==> config.mk <==
export PLATFORM = sky130hd
export DESIGN_NAME = fpco_issue_ctrl
export DESIGN_NICKNAME = d
export VERILOG_FILES = /design/src/rtl/fpco_pkg.sv /design/src/rtl/fpco_lat_line.sv /design/src/rtl/fpco_hazard.sv /design/src/rtl/fpco_rob.sv /design/src/rtl/fpco_issue_ctrl.sv
export SDC_FILE = /design/constraint.sdc
export NUM_CORES = 1
export LEC_CHECK = 0
export BUFFER_PORTS_ARGS = -buffer_cell sky130_fd_sc_hd__buf_4
export CAP_MARGIN = 40
export CORE_MARGIN = 2
export CORE_UTILIZATION = 52
export DETAILED_ROUTE_END_ITERATION = 6
export PLACE_DENSITY = 0.89
export SYNTH_ARGS = -nofsm -noshare
export SYNTH_HDL_FRONTEND = slang
export SYNTH_HIERARCHICAL = 1
export SYNTH_SLANG_ARGS = --single-unit
==> constraint.sdc <==
create_clock -name clk -period 3.8 [get_ports clk]
set_input_delay 0.57 -clock clk [delete_from_list [all_inputs] [get_ports clk]]
set_output_delay 0.57 -clock clk [all_outputs]
set_load 0.005 [all_outputs]
==> src/rtl/fpco_pkg.sv <==
package fpco_pkg;

  typedef enum logic {
    GRP_SP = 1'b0,
    GRP_DP = 1'b1
  } fpco_grp_e;

  // Latency of unit u: single-precision units first, then double-precision.
  function automatic int unit_lat(input int u, input int nsp, input int step);
    if (u < nsp) return 1 + u * step;
    return 2 + (u - nsp) * step;
  endfunction

  function automatic fpco_grp_e unit_grp(input int u, input int nsp);
    return (u < nsp) ? GRP_SP : GRP_DP;
  endfunction

endpackage

==> src/rtl/fpco_lat_line.sv <==
module fpco_lat_line #(
  parameter int LAT = 1,
  parameter int TW  = 2
) (
  input  logic          clk,
  input  logic          rst,
  input  logic          in_v,
  input  logic [TW-1:0] in_tag,
  output logic          out_v,
  output logic [TW-1:0] out_tag
);

  logic [LAT-1:0]         v_q;
  logic [LAT-1:0][TW-1:0] t_q;

  generate
    if (LAT == 1) begin : g_one
      always_ff @(posedge clk) begin
        if (rst) v_q <= '0;
        else     v_q <= in_v;
        t_q <= in_tag;
      end
    end else begin : g_shift
      always_ff @(posedge clk) begin
        if (rst) v_q <= '0;
        else     v_q <= {v_q[LAT-2:0], in_v};
        t_q <= {t_q[LAT-2:0], in_tag};
      end
    end
  endgenerate

  assign out_v   = v_q[LAT-1];
  assign out_tag = t_q[LAT-1];

endmodule

==> src/rtl/fpco_hazard.sv <==
module fpco_hazard #(
  parameter int DEPTH = 4,
  parameter int RW    = 5
) (
  input  logic [DEPTH-1:0]         ent_v,
  input  logic [DEPTH-1:0]         ent_dp,
  input  logic [DEPTH-1:0][RW-1:0] ent_dst,
  input  logic [RW-1:0]            src_a,
  input  logic [RW-1:0]            src_b,
  input  logic                     rd_dp,
  output logic                     hazard
);

  function automatic logic overlap(input logic [RW-1:0] x, input logic [RW-1:0] y,
                                   input logic pair);
    if (pair) return x[RW-1:1] == y[RW-1:1];
    return x == y;
  endfunction

  logic [DEPTH-1:0] hit;

  generate
    for (genvar e = 0; e < DEPTH; e++) begin : g_ent
      assign hit[e] = ent_v[e] &
                      (overlap(ent_dst[e], src_a, ent_dp[e] | rd_dp) |
                       overlap(ent_dst[e], src_b, ent_dp[e] | rd_dp));
    end
  endgenerate

  assign hazard = |hit;

endmodule

==> src/rtl/fpco_rob.sv <==
module fpco_rob #(
  parameter int DEPTH = 4,
  parameter int RW    = 5,
  parameter int DW    = 64,
  parameter int NUNIT = 4,
  parameter int TW    = 2,
  parameter int CW    = 3
) (
  input  logic                     clk,
  input  logic                     rst,
  input  logic                     alloc,
  input  logic [RW-1:0]            alloc_dst,
  input  logic                     alloc_dp,
  output logic [TW-1:0]            tail_tag,
  output logic                     full,
  input  logic [NUNIT-1:0]         cmp_v,
  input  logic [NUNIT-1:0][TW-1:0] cmp_tag,
  input  logic [NUNIT-1:0][DW-1:0] cmp_data,
  output logic [DEPTH-1:0]         ent_v,
  output logic [DEPTH-1:0]         ent_dp,
  output logic [DEPTH-1:0][RW-1:0] ent_dst,
  output logic [CW-1:0]            count,
  output logic                     wb_valid,
  output logic [RW-1:0]            wb_dst,
  output logic                     wb_dp,
  output logic [DW-1:0]            wb_data
);

  localparam int SPW = DW / 2;
  localparam logic [DW-1:0] SP_MASK = {{(DW-SPW){1'b0}}, {SPW{1'b1}}};

  logic [DEPTH-1:0] done_q;
  logic [DW-1:0]    data_q [DEPTH];
  logic [TW-1:0]    head_q, tail_q;
  logic             retire;

  function automatic logic [TW-1:0] step_ptr(input logic [TW-1:0] p);
    if (p == TW'(DEPTH - 1)) return '0;
    return p + TW'(1);
  endfunction

  assign retire   = ent_v[head_q] & done_q[head_q];
  assign full     = (count == CW'(DEPTH));
  assign tail_tag = tail_q;

  always_ff @(posedge clk) begin
    if (rst) begin
      ent_v    <= '0;
      done_q   <= '0;
      head_q   <= '0;
      tail_q   <= '0;
      count    <= '0;
      wb_valid <= 1'b0;
      wb_dst   <= '0;
      wb_dp    <= 1'b0;
      wb_data  <= '0;
    end else begin
      wb_valid <= retire;
      if (retire) begin
        wb_dst        <= ent_dst[head_q];
        wb_dp         <= ent_dp[head_q];
        wb_data       <= ent_dp[head_q] ? data_q[head_q] : (data_q[head_q] & SP_MASK);
        ent_v[head_q] <= 1'b0;
        head_q        <= step_ptr(head_q);
      end
      for (int u = 0; u < NUNIT; u++) begin
        if (cmp_v[u]) done_q[cmp_tag[u]] <= 1'b1;
      end
      if (alloc) begin
        ent_v[tail_q]  <= 1'b1;
        done_q[tail_q] <= 1'b0;
        tail_q         <= step_ptr(tail_q);
      end
      count <= count + CW'(alloc) - CW'(retire);
    end
  end

  always_ff @(posedge clk) begin
    for (int u = 0; u < NUNIT; u++) begin
      if (cmp_v[u]) data_q[cmp_tag[u]] <= cmp_data[u];
    end
    if (alloc) begin
      ent_dst[tail_q] <= alloc_dst;
      ent_dp[tail_q]  <= alloc_dp;
    end
  end

endmodule

==> src/rtl/fpco_issue_ctrl.sv <==
module fpco_issue_ctrl #(
  parameter int NREG     = 32,
  parameter int DEPTH    = 4,
  parameter int NSP      = 2,
  parameter int NDP      = 2,
  parameter int LAT_STEP = 2,
  parameter int DW       = 64,
  localparam int RW      = $clog2(NREG),
  localparam int NUNIT   = NSP + NDP,
  localparam int UW      = $clog2(NUNIT),
  localparam int TW      = $clog2(DEPTH),
  localparam int CW      = $clog2(DEPTH + 1)
) (
  input  logic                clk,
  input  logic                rst,
  input  logic                iss_valid,
  output logic                iss_ready,
  input  logic [UW-1:0]       iss_unit,
  input  logic [RW-1:0]       iss_dst,
  input  logic [RW-1:0]       iss_src_a,
  input  logic [RW-1:0]       iss_src_b,
  output logic [NUNIT-1:0]    disp_valid,
  output logic [RW-1:0]       disp_src_a,
  output logic [RW-1:0]       disp_src_b,
  input  logic [NUNIT-1:0]    res_valid,
  input  logic [NUNIT*DW-1:0] res_data,
  output logic                wb_valid,
  output logic [RW-1:0]       wb_dst,
  output logic                wb_dp,
  output logic [DW-1:0]       wb_data
);
  import fpco_pkg::*;

  // Read stage
  logic          rd_valid;
  logic [UW-1:0] rd_unit;
  logic [RW-1:0] rd_dst, rd_a, rd_b;
  logic          rd_dp, rd_go, hazard, rob_full;

  // Execute entry and tracking
  logic [TW-1:0]            disp_tag, tail_tag;
  logic [NUNIT-1:0]         line_v;
  logic [NUNIT-1:0][TW-1:0] line_tag;
  logic [NUNIT-1:0][DW-1:0] res_words;
  logic [DEPTH-1:0]         ent_v, ent_dp;
  logic [DEPTH-1:0][RW-1:0] ent_dst;
  logic [CW-1:0]            count;

  assign rd_dp     = (unit_grp(int'(rd_unit), NSP) == GRP_DP);
  assign rd_go     = rd_valid & ~hazard & ~rob_full;
  assign iss_ready = ~rst & (~rd_valid | rd_go);
  assign res_words = res_data;

  always_ff @(posedge clk) begin
    if (rst) begin
      rd_valid <= 1'b0;
    end else if (iss_valid && iss_ready) begin
      rd_valid <= 1'b1;
    end else if (rd_go) begin
      rd_valid <= 1'b0;
    end
    if (iss_valid && iss_ready) begin
      rd_unit <= iss_unit;
      rd_dst  <= iss_dst;
      rd_a    <= iss_src_a;
      rd_b    <= iss_src_b;
    end
  end

  // First execute stage: registered dispatch
  always_ff @(posedge clk) begin
    if (rst) begin
      disp_valid <= '0;
    end else begin
      disp_valid <= '0;
      if (rd_go) disp_valid[rd_unit] <= 1'b1;
    end
    disp_src_a <= rd_a;
    disp_src_b <= rd_b;
    disp_tag   <= tail_tag;
  end

  fpco_hazard #(.DEPTH(DEPTH), .RW(RW)) u_hazard (
    .ent_v  (ent_v),
    .ent_dp (ent_dp),
    .ent_dst(ent_dst),
    .src_a  (rd_a),
    .src_b  (rd_b),
    .rd_dp  (rd_dp),
    .hazard (hazard)
  );

  generate
    for (genvar u = 0; u < NUNIT; u++) begin : g_unit
      fpco_lat_line #(.LAT(unit_lat(u, NSP, LAT_STEP)), .TW(TW)) u_line (
        .clk    (clk),
        .rst    (rst),
        .in_v   (disp_valid[u]),
        .in_tag (disp_tag),
        .out_v  (line_v[u]),
        .out_tag(line_tag[u])
      );
    end
  endgenerate

  fpco_rob #(.DEPTH(DEPTH), .RW(RW), .DW(DW), .NUNIT(NUNIT), .TW(TW), .CW(CW)) u_rob (
    .clk      (clk),
    .rst      (rst),
    .alloc    (rd_go),
    .alloc_dst(rd_dst),
    .alloc_dp (rd_dp),
    .tail_tag (tail_tag),
    .full     (rob_full),
    .cmp_v    (line_v),
    .cmp_tag  (line_tag),
    .cmp_data (res_words),
    .ent_v    (ent_v),
    .ent_dp   (ent_dp),
    .ent_dst  (ent_dst),
    .count    (count),
    .wb_valid (wb_valid),
    .wb_dst   (wb_dst),
    .wb_dp    (wb_dp),
    .wb_data  (wb_data)
  );

endmodule

# [Yosys cells after proc, flatten, opt, wreduce, memory -nomap -nowiden]
# Memory sizes are Yosys's and may differ from the RTL's. A register that Yosys moved wholly into a read port is not among the register bits.
# Index checks and enable logic that the tools add are counted.
[word_totals] ff_bits=162 ram_bits=256 inputBits=280 output_inout_bits=86 wordCells=194 memories=1
[memory_table] memory="u_rob.data_q" words=4 width=64 rd=1 rd_ports_with_merged_regs=1 write_ports=4 line_no="fpco_rob.sv:33" source="logic [DW-1:0] data_q [DEPTH];"
[op_classes] addsub=4 n_lt_le_gt_ge=15 eq_ne=19 mux=82 n_bitwise=31 reduce_logical=11
[ops] cell="two-way mux 64 bit" n=1
[ops] cell="two-way mux 4 bit" n=12
[ops] cell="two-way mux 1 bit" n=47
[ops] cell="equality test 5 bit" n=8
[ops] cell="equality test 4 bit" n=8
[ops] cell="less-than comparator 2 x 3 -> 1 bit (second input constant)" n=7
[ops] cell="bitwise mux 20 bit" n=1
[ops] cell="bitwise OR 4 bit" n=5
[ops] cell="demux 1 bit (select 2 bit)" n=7
[ops] cell=">= comparator 2 x 1 -> 1 bit (second input constant)" n=7
[ops] cell="two-way mux 2 bit" n=6
[ops] cell="binary-select mux 5 bit (select 2 bit)" n=1
[ops] cell="demux 5 bit (select 2 bit)" n=1
[ops] cell="two-way mux 5 bit" n=2
[ops] cell="bitwise OR 1 bit" n=9
[ops] cell="bitwise AND 1 bit" n=8
[ops] cell="bitwise AND 4 bit" n=2
[ops] cell="logical AND 1 bit" n=8
[ops] cell="inverter 4 bit" n=2
[ops] cell="binary-select mux 1 bit (select 2 bit)" n=3
[ops] cell="inverter 1 bit" n=5
[ops] cell="adder 2 x 1 -> 2 bit (second input constant)" n=2
[ops] cell="bitwise mux 4 bit" n=1
[ops] cell="equality test 2 bit (second input constant)" n=2
[ops] cell="7 further kinds" n=7

# [Logic depth before layout (Yosys ltp)]
[logic_depth] word_depth=18 ltp_mapped=16 depth_no_buf=15

# [By module]
# The synthesis kept the hierarchy.
[modules_own_cells] mod="fpco_rob" n_inst=1 cells_each=1754 area_per_inst_um2=19872.8 seq_area_each_um2=10169.8
[modules_own_cells] mod="fpco_issue_ctrl" n_inst=1 cells_each=49 area_per_inst_um2=930.9 seq_area_each_um2=850.8
[modules_own_cells] mod="fpco_hazard" n_inst=1 cells_each=63 area_per_inst_um2=510.5 seq_area_each_um2=0.0
[modules_own_cells] mod="fpco_lat_line at g_unit[3].u_line" n_inst=1 cells_each=18 area_per_inst_um2=280.3 seq_area_each_um2=240.2
[modules_own_cells] mod="fpco_lat_line at g_unit[1].u_line" n_inst=1 cells_each=14 area_per_inst_um2=214.0 seq_area_each_um2=180.2
[modules_own_cells] mod="fpco_lat_line at g_unit[2].u_line" n_inst=1 cells_each=10 area_per_inst_um2=147.6 seq_area_each_um2=120.1
[modules_own_cells] mod="fpco_lat_line at g_unit[0].u_line" n_inst=1 cells_each=4 area_per_inst_um2=73.8 seq_area_each_um2=60.1

# [Worst setup path before layout]
# OpenSTA, ideal clock, no wires.
[synth_path] path_type="reg2reg" start="reg g_unit[1].u_line.t_q, in the netlist g_unit[1].u_line/out_tag[1]" end="mem u_rob.data_q[3][0], enable pin" setup_ps=993 arrival_ps=2520 required_time_ps=2807 setup_slack_ps=287 stages_incl_launch_ff=5 n_path_buf=2 synth_period_minus_slack_ps=3513 path_cell_list="dfxtp_1 buf_4 nand3_1 buf_2 nand4_1"
[synth_rtl] element="from (decl)" line_no="fpco_lat_line.sv:14" source="logic [LAT-1:0][TW-1:0] t_q;"
[synth_rtl] element="from (signal assigned)" line_no="fpco_lat_line.sv:27" source="t_q <= {t_q[LAT-2:0], in_tag};"
[synth_rtl] element="to (decl)" line_no="fpco_rob.sv:33"

# [Worst setup path after layout]
[layout_path] start="reg rd_a[0]" end="reg u_rob.count[2]"
[layout_between] elab_chain_cells=10 word_cells_on_any_way=22 cone_classes="add/sub: 2; eq/ne: 4; mux: 4; bitwise: 11; reduce/logical: 1"
[layout_rtl] element="from (decl)" line_no="fpco_issue_ctrl.sv:37" source="logic [RW-1:0] rd_dst, rd_a, rd_b;"
[layout_rtl] element="from (signal assigned)" line_no="fpco_issue_ctrl.sv:65" source="rd_a <= iss_src_a;"
[layout_rtl] element="equality test 5 bit" line_no="fpco_hazard.sv:17" source="return x == y;"
[layout_rtl] element="two-way mux 1 bit" line_no="fpco_hazard.sv:17"
[layout_rtl] element="bitwise OR 1 bit" line_no="fpco_hazard.sv:25" source="(overlap(ent_dst[e], src_a, ent_dp[e] | rd_dp) |"
[layout_rtl] element="bitwise AND 1 bit" line_no="fpco_hazard.sv:24" source="assign hit[e] = ent_v[e] &"
[layout_rtl] element="OR reduction 4 bit *" line_no="fpco_hazard.sv:30" source="assign hazard = |hit;"
[layout_rtl] element="via hazard" line_no="fpco_issue_ctrl.sv:38" source="logic rd_dp, rd_go, hazard, rob_full;"
[layout_rtl] element="inverter 1 bit *" line_no="fpco_issue_ctrl.sv:50" source="assign rd_go = rd_valid & ~hazard & ~rob_full;"
[layout_rtl] element="bitwise AND 1 bit * (2 in series)" line_no="fpco_issue_ctrl.sv:50"
[layout_rtl] element="via rd_go" line_no="fpco_issue_ctrl.sv:38"
[layout_rtl] element="adder 3 x 1 -> 3 bit *" line_no="fpco_rob.sv:74" source="count <= count + CW'(alloc) - CW'(retire);"
[layout_rtl] element="subtractor 3 x 1 -> 3 bit *" line_no="fpco_rob.sv:74"
[layout_rtl] element="to (signal assigned)" line_no="fpco_rob.sv:74"
[layout_rtl] element="to (decl)" line_no="fpco_rob.sv:22" source="output logic [CW-1:0] count,"
# The timed path passes the listed nets; every way through them passes the cells marked *.
# A chain may end at the register's enable or synchronous reset.

==> metrics.csv <==
metric,value,unit
status,"complete, but fails checks",
violations,design-rule violations,
r2r-end,u_rob/count[2]$_SDFF_PP0_,
r2r-start,rd_a[0]$_DFFE_PP_,
drt_pass1_iterations,7,
worstMarginPinSlew,1.04,ns
area.growth.synth_to_final,22.1,%
min_period,3.67,ns
grt_pass1_wl,112000,um
dp_cells,2694,
worstPathRequired,4.26,ns
async_flop_share,0,
htree_levels,2,
path_clk_slew,0.06,ns
cp-end-kind,flip-flop,
netlist_area,0.0220,mm2
viasPerCell,6.89,
power.switching,0.00242,W
cp_max_fo,5,
synthCells,1912,
synth.distinct_cells,54,
leakagePower,10.0,nW
total_power,0.0106,W
vias,19169,
vdd_drop_max,0.270,mV
antenna_found_initial,0,
worstRegToRegCells,15,
worst_hold_path.endpoint,rd_unit[0]$_DFFE_PP_,
ys_warn_count,6,
grt_pass1_vias,19745,
final_cell_mix,"393 x buf_4, 297 x edfxtp_1, 250 x nand2_1, 190 x mux2i_1, 189 x a22oi_1",
drc,24,
clkLatencyLatePin,0.61,ns
cts-buffers-inserted,47,
setup_tns,0,ns
dieArea,0.0440,mm2
wl_per_cell,27.1,um
place_ws,0.164,ns
p_seq_frac,0.487,
rsz0062_at_grt,no,
layout-drive-gt1-share,0.259,
core_area,0.0419,mm2
grt_max_degree,66,
setup_violations,0,
grtUsageTotal,0.333,
fill_cells,2997,
regArea,0.0116,mm2
multi_input_area,0.00965,mm2
start_util,0.526,
power_per_cell_area,392,mW/mm2
fin_hold_ws,0.140,ns
clock_sinks,432,
worstHoldPathCells,1,
cap_violations,0,
final_common_cell,buf_4,
max-clock-path-buffers,3,
reg2reg_slack,0.13,ns
hold_path.class,input port to flip-flop,
routed_wl,75400,um
critPathArrivalTime,4.13,ns
grt_overflow,0,
yosys_most_used_dff,edfxtp_1,
post-route-period-util,0.965,
row_count,75,
portBuffers,361,
avgSynthCellArea,11.5,um2
worst_clock_skew,0.0293,ns
worstSetupPathType,flip-flop to flip-flop,
die_h,210,um
num_antenna_cells,0,
dieWidth,210,um
internal-power,0.00814,W
drt-initial-drc-count,2956,
nets,2495,
synth-seq-area-share,0.528,
fmax,273,MHz
dp_hpwl,44200,um
synth_edf_count,297,
synth_fp_nets,2203,
fin_ws,0.132,ns
stdcell_count,2782,
gp_congestion,0.876,
tritoncts,yes,
max_slew_margin,0.306,
p_sw_frac,0.229,
hold_viol_final,0,
pin_count,366,
ant_nets,0,
power.share.clock,0.441,
slew_viol_final,0,
cts-root-buf,clkbuf_16,
worstHoldStart,iss_unit[0],
p_comb_frac,0.072,
ys_ff_latch,432,
startpoint_type,flip-flop,
## cell usage after synthesis, types with 4 or more instances
master / instances / area share
inv_1: 18 / 0.0031
mux4_2: 71 / 0.073
nor2b_1: 12 / 0.0034
nor4_1: 8 / 0.0023
clkbuf_2: 5 / 0.0011
a221o_1: 63 / 0.029
a21oi_1: 144 / 0.033
a22oi_1: 189 / 0.064
edfxtp_1: 297 / 0.40
o21ai_1: 17 / 0.0039
ha_1: 10 / 0.0057
o311ai_0: 6 / 0.0024
clkbuf_1: 71 / 0.012
mux2i_1: 190 / 0.086
nor3b_1: 5 / 0.0017
nor3_1: 7 / 0.0016
nand2_1: 251 / 0.043
nor2_1: 17 / 0.0029
xnor2_1: 24 / 0.0095
buf_1: 8 / 0.0014
xor2_1: 18 / 0.0072
nand3_1: 41 / 0.0093
a211oi_1: 4 / 0.0014
buf_2: 64 / 0.015
dfxtp_1: 135 / 0.12
buf_4: 16 / 0.0055
o21ai_0: 181 / 0.041
## layout make-up
class                           count  share of cell area
Sequential cell                   432               0.432
Inverter                           20             0.00284
Timing Repair Buffer              409               0.123
Multi-Input combinational cell   1294               0.359
Clock buffer                       64              0.0492
Clock inverter                     24             0.00935
Tap cell                          539              0.0251
## power groups by stage
stage	Clock (W)	Combinational, W	Sequential, W
final	0.00466	0.000758	0.00514
after global routing	0.00488	0.000810	0.00515
after CTS	0.00469	0.000740	0.00514
after detailed placement	0	0.000735	0.00524
after global placement	0	0.000692	0.00524
after floorplan	0	0.000294	0.00522
## layer usage
layer  global-route usage  vias to the layer above  part of all wire  routed length, um
met4                0.182                        0             0.056               4230
met3               0.0786                      471              0.14              10400
met1                0.410                     8867              0.34              25700
li1                     -                     7967                 -                  -
met5                    0                        -                 0                  0
met2                0.544                     1864              0.46              35000
## what timing repair did
action | in CTS | in global routing
endpoints found under the setup margin | 0 | 1
resized for setup | 0 | 1
setup buffers | 0 | 0
hold buffers | 0 | 0
## per-stage QoR
step,util,instance area [um2]
floorplan,-,22000
global placement,0.600,25100
detailed placement,0.605,25300
CTS,0.643,26900
global route,0.643,26900
finish,0.643,26900
## sequential cells by signal (all words and copies together) (netlist names), 2 cells and up, named ones only
signal	cells
u_rob/ent_dp	4
u_rob/data_q	256
rd_unit	2
u_rob/wb_dst	5
u_rob/tail_tag	2
u_rob/ent_v	4
u_rob/wb_data	64
u_rob/head_q	2
rd_dst	5
disp_tag	2
g_unit.u_line/out_tag	8
disp_src_a	5
disp_src_b	5
rd_b	5
u_rob/done_q	4
g_unit.u_line/v_q	9
disp_valid	4
rd_a	5
g_unit.u_line/t_q	12
u_rob/count	3
u_rob/ent_dst	20
## worst max-delay path by stage
| stage | start | endpoint | slack [ns] | depth (start not counted) |
|---|---|---|---|---|
| 5_1_grt | rd_a[0]$_DFFE_PP_ | u_rob/count[2]$_SDFF_PP0_ | 0.01 | 15 |
| 3_5_place_dp | rd_a[0]$_DFFE_PP_ | u_rob/count[2]$_SDFF_PP0_ | 0.16 | 15 |
| 2_1_floorplan | g_unit[1].u_line/out_tag[1]$_DFF_P_ | u_rob/data_q[3][0]$_DFFE_PP_ | 0.29 | 4 |
| 3_3_place_gp | rd_a[0]$_DFFE_PP_ | u_rob/count[2]$_SDFF_PP0_ | 0.25 | 15 |
| 4_1_cts | rd_a[0]$_DFFE_PP_ | u_rob/count[2]$_SDFF_PP0_ | 0.14 | 15 |
| 6_report | rd_a[0]$_DFFE_PP_ | u_rob/count[2]$_SDFF_PP0_ | 0.13 | 15 |
## cell families (layout without fill, tap and decap cells)
| kind of cell | after synthesis | after routing | synth area share |
|---|---|---|---|
| XOR/XNOR | 42 | 42 | 0.0167 |
| flip-flops | 432 | 432 | 0.528 |
| AO/OA/AOI/OAI | 615 | 615 | 0.178 |
| AND/OR/NAND/NOR | 363 | 363 | 0.0720 |
| buffers and inverters | 186 | 517 | 0.0389 |
| adder cells (fa/ha/maj) | 11 | 11 | 0.00659 |
| multiplexers | 263 | 263 | 0.160 |
## worst max-delay path, stage by stage, from the launching register on
cell      delay (ns)
edfxtp_1        0.50
xnor2_1         0.17
o311ai_0        0.45
nor4_1          0.11
nor3_1          0.19
nand3_1         0.18
or2_2           0.37
nor2_1          0.14
inv_1           0.10
ha_1            0.29
inv_1           0.05
ha_1            0.19
fa_1            0.41
xnor2_1         0.18
xnor2_1         0.13
nor2_1          0.06
Power figures use the tool's default switching activity.
